<file path="src/rtl/irqvec_pkg.sv">
package irqvec_pkg;
  localparam int FLAG_W = 6;
  localparam int DATA_W = 16;
  localparam int SEL_W  = 3;

  typedef enum logic [SEL_W-1:0] {
    SEL_STAT = 3'd0,
    SEL_MASK = 3'd1,
    SEL_DMA  = 3'd2,
    SEL_VEC  = 3'd3,
    SEL_TEST = 3'd4
  } regSel_t;

  typedef struct packed {
    logic    wrStat;
    logic    wrMask;
    logic    wrDma;
    logic    wrTest;
    logic    rdVec;
    regSel_t rdSel;
  } strobe_t;
endpackage

</file>
<file path="src/rtl/irq_vec_decode.sv">
module irq_vec_decode
  import irqvec_pkg::*;
(
  input  logic             rdEn,
  input  logic             wrEn,
  input  logic [SEL_W-1:0] regAddr,
  output strobe_t          stb
);
  regSel_t sel;
  assign sel = regSel_t'(regAddr);

  always_comb begin
    stb        = '0;
    stb.rdSel  = sel;
    stb.rdVec  = rdEn && (sel == SEL_VEC);
    if (wrEn) begin
      case (sel)
        SEL_STAT: stb.wrStat = 1'b1;
        SEL_MASK: stb.wrMask = 1'b1;
        SEL_DMA:  stb.wrDma  = 1'b1;
        SEL_TEST: stb.wrTest = 1'b1;
        default:  ;
      endcase
    end
  end
endmodule

</file>
<file path="src/rtl/irq_vec_datapath.sv">
module irq_vec_datapath
  import irqvec_pkg::*;
#(
  parameter logic [7:0] REVISION   = 8'h34,
  parameter logic [7:0] NEW_THRESH = 8'h34
) (
  input  logic              clk,
  input  logic              rst,
  input  strobe_t           stb,
  input  logic [DATA_W-1:0] wrData,
  input  logic [FLAG_W-1:0] evtSet,
  input  logic              busBusy,
  output logic [DATA_W-1:0] rdData,
  output logic              irqOut,
  output logic              rxDmaReq,
  output logic              txDmaReq,
  output logic [FLAG_W-1:0] statView,
  output logic [FLAG_W-1:0] maskView
);
  localparam bit              IS_NEW    = (REVISION >= NEW_THRESH);
  localparam logic [FLAG_W-1:0] MASK_KEEP = IS_NEW ? FLAG_W'(6'h3f) : FLAG_W'(6'h1f);
  localparam logic [FLAG_W-1:0] W1C_KEEP  = FLAG_W'(6'h27);
  localparam logic [DATA_W-1:0] TEST_KEEP = DATA_W'(16'hf80f);
  localparam int RX_BIT = 15;
  localparam int TX_BIT = 7;
  localparam int BUSY_BIT = 12;
  localparam int FORCE_BIT = 11;

  logic [FLAG_W-1:0] statQ, maskQ, statD, maskD;
  logic [FLAG_W-1:0] pend, lowBit, w1cClr, vecClr, forceSet;
  logic [DATA_W-1:0] vecIdx, testQ;
  logic              dmaRxQ, dmaTxQ;

  assign pend   = statQ & maskQ;
  assign lowBit = pend & (~pend + 1'b1);

  always_comb begin
    vecIdx = '0;
    for (int i = FLAG_W-1; i >= 0; i--) begin
      if (pend[i]) vecIdx = DATA_W'(i + 1);
    end
  end

  generate
    if (IS_NEW) begin : g_new
      assign w1cClr   = stb.wrStat ? (wrData[FLAG_W-1:0] & W1C_KEEP) : '0;
      assign vecClr   = '0;
      assign forceSet = (stb.wrTest && wrData[FORCE_BIT]) ? '1 : '0;
    end else begin : g_old
      assign w1cClr   = '0;
      assign vecClr   = stb.rdVec ? lowBit : '0;
      assign forceSet = '0;
    end
  endgenerate

  // events are applied after clears, so a coincident set survives
  assign statD = (statQ & ~(w1cClr | vecClr)) | evtSet | forceSet;

  always_comb begin
    maskD = maskQ;
    if (stb.wrMask) maskD = wrData[FLAG_W-1:0] & MASK_KEEP;
    if (stb.wrDma) begin
      if (wrData[RX_BIT]) maskD[3] = 1'b0;
      if (wrData[TX_BIT]) maskD[4] = 1'b0;
    end
  end

  always_ff @(posedge clk) begin
    if (rst) begin
      statQ    <= '0;
      maskQ    <= '0;
      dmaRxQ   <= 1'b0;
      dmaTxQ   <= 1'b0;
      testQ    <= '0;
      irqOut   <= 1'b0;
      rxDmaReq <= 1'b0;
      txDmaReq <= 1'b0;
    end else begin
      statQ    <= statD;
      maskQ    <= maskD;
      if (stb.wrDma) begin
        dmaRxQ <= wrData[RX_BIT];
        dmaTxQ <= wrData[TX_BIT];
      end
      if (stb.wrTest) testQ <= wrData & TEST_KEEP;
      irqOut   <= |pend;
      rxDmaReq <= dmaRxQ & statQ[3];
      txDmaReq <= dmaTxQ & statQ[4];
    end
  end

  always_comb begin
    rdData = '0;
    case (stb.rdSel)
      SEL_STAT: begin
        rdData[FLAG_W-1:0] = statQ;
        rdData[BUSY_BIT]   = busBusy;
      end
      SEL_MASK: rdData[FLAG_W-1:0] = maskQ;
      SEL_DMA: begin
        rdData[RX_BIT] = dmaRxQ;
        rdData[TX_BIT] = dmaTxQ;
      end
      SEL_VEC:  rdData = IS_NEW ? '0 : vecIdx;
      SEL_TEST: rdData = testQ;
      default:  rdData = '0;
    endcase
  end

  assign statView = statQ;
  assign maskView = maskQ;
endmodule

</file>
<file path="src/rtl/irq_vec_ctrl.sv">
module irq_vec_ctrl
  import irqvec_pkg::*;
#(
  parameter logic [7:0] REVISION   = 8'h34,
  parameter logic [7:0] NEW_THRESH = 8'h34
) (
  input  logic              clk,
  input  logic              rst,
  input  logic              rdEn,
  input  logic              wrEn,
  input  logic [SEL_W-1:0]  regAddr,
  input  logic [DATA_W-1:0] wrData,
  output logic [DATA_W-1:0] rdData,
  input  logic [FLAG_W-1:0] evtSet,
  input  logic              busBusy,
  output logic              irqOut,
  output logic              rxDmaReq,
  output logic              txDmaReq
);
  strobe_t           stb;
  logic [FLAG_W-1:0] statView, maskView;

  irq_vec_decode uDec (
    .rdEn(rdEn), .wrEn(wrEn), .regAddr(regAddr), .stb(stb)
  );

  irq_vec_datapath #(.REVISION(REVISION), .NEW_THRESH(NEW_THRESH)) uDp (
    .clk(clk), .rst(rst), .stb(stb), .wrData(wrData), .evtSet(evtSet),
    .busBusy(busBusy), .rdData(rdData), .irqOut(irqOut),
    .rxDmaReq(rxDmaReq), .txDmaReq(txDmaReq),
    .statView(statView), .maskView(maskView)
  );
endmodule

</file>
<file path="config.mk">
export PLATFORM = sky130hd
export DESIGN_NAME = irq_vec_ctrl
export DESIGN_NICKNAME = d
export VERILOG_FILES = /design/src/rtl/irqvec_pkg.sv /design/src/rtl/irq_vec_decode.sv /design/src/rtl/irq_vec_datapath.sv /design/src/rtl/irq_vec_ctrl.sv
export SDC_FILE = /design/constraint.sdc
export NUM_CORES = 1
export LEC_CHECK = 0
export BUFFER_PORTS_ARGS = -buffer_cell sky130_fd_sc_hd__buf_2
export CORE_ASPECT_RATIO = 1.75
export CORE_MARGIN = 1
export CORE_UTILIZATION = 51
export DETAILED_ROUTE_END_ITERATION = 8
export GPL_TIMING_DRIVEN = 0
export PLACE_DENSITY = 0.85
export SYNTH_ARGS = -nofsm -noshare
export SYNTH_HDL_FRONTEND = slang
export SYNTH_SLANG_ARGS = --single-unit
export TNS_END_PERCENT = 50
</file>
<file path="constraint.sdc">
create_clock -name clk -period 3.8 [get_ports clk]
set_input_delay 0.76 -clock clk [delete_from_list [all_inputs] [get_ports clk]]
set_output_delay 0.76 -clock clk [all_outputs]
set_load 0.05 [all_outputs]
</file>
==> results.yml <==
floorplan:
  coreArea_mm2: 0.00227
  io_pins: 49
  die_height_um: 66.9
  rows: 23
  die_width_um: 39.1
  initial_core_util_pct: 54.0
  dieArea_mm2: 0.00262
synth:
  yosys_warnings: 0
  yosys.cell_types.count: 25
  synthesis.area_mm2: 0.00123
  netlist_instances: 144
  ys_ff_latch: 26
  synth.avg_cell_area_um2: 8.53
  ys_seq_area_share_pct: 42.4
route:
  wl_met2_um: 1670
  routed_wl_um: 3040
  drt_iter0_markers: 35
  route.met3.wl_um: 108
  drt_first_pass_iters: 4
  viasPerCell: 5.56
  top_layer_used: "met4"
  met1_length_um: 1210
  wire_per_inst_um: 14.3
  num_vias: 1184
  ant_nets: 0
  drc: 0
critical_path:
  critPathLaunch: "regAddr[1]"
  cpMaxStageDelayCell: "clkbuf_1"
  critPathArrivalTime_ns: 1.93
  path_buf_inv: 3
  max_stage_delay_ns: 0.39
  cp_common_cell: "buf_2"
  cp.required_ns: 3.04
  r2r-start: "uDp.statView[3]"
  critPathTopFamily: "buffers and inverters"
  crit_type: "input port to output port"
  cp_cell_sequence: "buf_2 -> clkbuf_1 -> nor4bb_1 -> buf_2"
  end_kind: "output port"
  crit_fanout: 10
  startpoint_type: "input port"
final_layout:
  drive_above_1_share_pct: 26.6
  final_common_cell: "buf_2"
  area_delta_synth_final_pct: 22.3
  num_antenna_cells: 0
  fin_nets: 220
  mostFrequentLayoutCells: "buf_2, dfxtp_1, nand2_1"
  instances_no_fill: 213
  final_area_mm2: 0.00150
power_and_ir_drop:
  finalPower_uw: 523
  ir_drop_mv: 0.220
  p_leak_nw: 0.693
  power.density_mw_per_mm2: 348
global_route:
  antenna_found_initial: 0
  grt_max_degree: 14
  grt_pass1_vias: 1067
  overflow: 0
  grt_pass1_wl_um: 4510
  track_usage_pct: 24.4
sta:
  hold_viol: 0
  skew_ns: 0.00176
  whs_ns: 0.457
  period_share_pct: 70.8
  finalSetupViolCount: 0
  clock.fmax_mhz: 372
  finalMaxSlewViolations: 0
  setup-tns-final_ns: 0
  layout_min_cycle_time_ns: 2.69
  rsz0062_at_grt: "no"
placed_design:
  io_buffers: 38
  post_dp_cell_area_mm2: 0.00146
  dp_hpwl_um: 2220
  place_inst: 210
  place.gp.congestion: 0.829
cts:
  clock_latency_ns: 0.26
  hold_buffers: 0
  cts_tree: "done"
  cts_max_path_buffers: 2
  cts_sinks: 26
  post_cts_buffers: 0
  cts_root_buf: "clkbuf_8"
  h-tree-depth: 1
  numCtsBuffers: 3
  cts.clk_slew.worst_paths_ns: 0.08
  cts-resized-gates: 0
job:
  max-cap-violations: 0
min_path:
  min_from: "uDp.testQ[13]"
  hold_class: "register to register"
run_status:
  outcome: "complete, no violations"
-- metrics by stage --
stage / setup slack [ns] / utilization, %
floorplan: 0.453 / -
global placement: 1.15 / 64.3
detailed placement: 1.11 / 64.3
CTS: 1.11 / 66.1
global route: 1.05 / 66.1
finish: 1.11 / 66.1
-- logic make-up after synthesis --
| family | count (synthesis) | synth area share, % |
|---|---|---|
| buffers and inverters | 22 | 9.06 |
| other | 1 | 0.305 |
| and+or+nand+nor | 50 | 21.1 |
| AOI/OAI and AO/OA | 30 | 15.0 |
| muxes | 15 | 12.2 |
| DFF | 26 | 42.4 |
-- Yosys cell counts --
| library cell | count | share of area [%] |
|---|---|---|
| a211oi_1 | 2 | 1.2 |
| a21oi_1 | 12 | 4.9 |
| a22oi_1 | 3 | 1.8 |
| a2bb2oi_1 | 4 | 2.9 |
| a31oi_1 | 5 | 2.5 |
| and3_1 | 3 | 1.5 |
| and4bb_1 | 2 | 2.0 |
| buf_2 | 2 | 0.81 |
| buf_4 | 5 | 3.1 |
| buf_6 | 1 | 0.92 |
| clkbuf_1 | 6 | 1.8 |
| conb_1 | 1 | 0.31 |
| dfxtp_1 | 26 | 42 |
| inv_1 | 8 | 2.4 |
| mux2i_1 | 15 | 12 |
| nand2_1 | 19 | 5.8 |
| nand3b_1 | 2 | 1.2 |
| nand4_1 | 1 | 0.51 |
| nand4bb_1 | 1 | 0.92 |
| nor2_1 | 15 | 4.6 |
| nor2b_1 | 1 | 0.51 |
| nor3_1 | 3 | 1.2 |
| nor4bb_1 | 2 | 1.6 |
| o21ai_1 | 4 | 1.6 |
| or4b_4 | 1 | 1.1 |
-- sequential cells by signal, indices dropped and copies added, names as in the netlist --
name and flops:
uDp.txDmaReq 1, uDp.dmaTxQ 1, uDp.dmaRxQ 1, uDp.irqOut 1, uDp.maskView 6, uDp.statView 6, uDp.rxDmaReq 1, uDp.testQ 9
-- cell type report --
type	count	area (um2)
buffer	14	81.3
inverter	8	30.0
fill	212	771
clock buffer	3	41.3
tap	25	31.3
timing repair buffer	38	190
sequential	26	520
multi-input combinational	99	608
-- metal layers --
layer  global-route usage (%)  vias up
li1                         -      578
met1                     26.9      565
met2                     43.5       35
met3                     2.67        6
met4                     11.6        0
met5                        0        -
-- worst min-delay path: stages, from the launching register on --
cell     delay (ns)
dfxtp_1        0.31
nand2_1        0.05
a21oi_1        0.05
-- final timing paths --
kind	to	slack (ns)	cells past startpoint
worst max-delay path	rdData[7]	1.11	4
worst min-delay path	uDp.testQ[13]	0.46	2
worst max register to register	uDp.irqOut	2.98	2
worst min register to register	uDp.testQ[13]	0.46	2
-- report_power, final --
group	switching (mW)	internal (mW)	total, mW
combinational	0.0522	0.0328	0.0850
sequential	0.00722	0.281	0.288
clock	0.0786	0.0709	0.150
No activity file was read; power rests on OpenSTA's default activity.
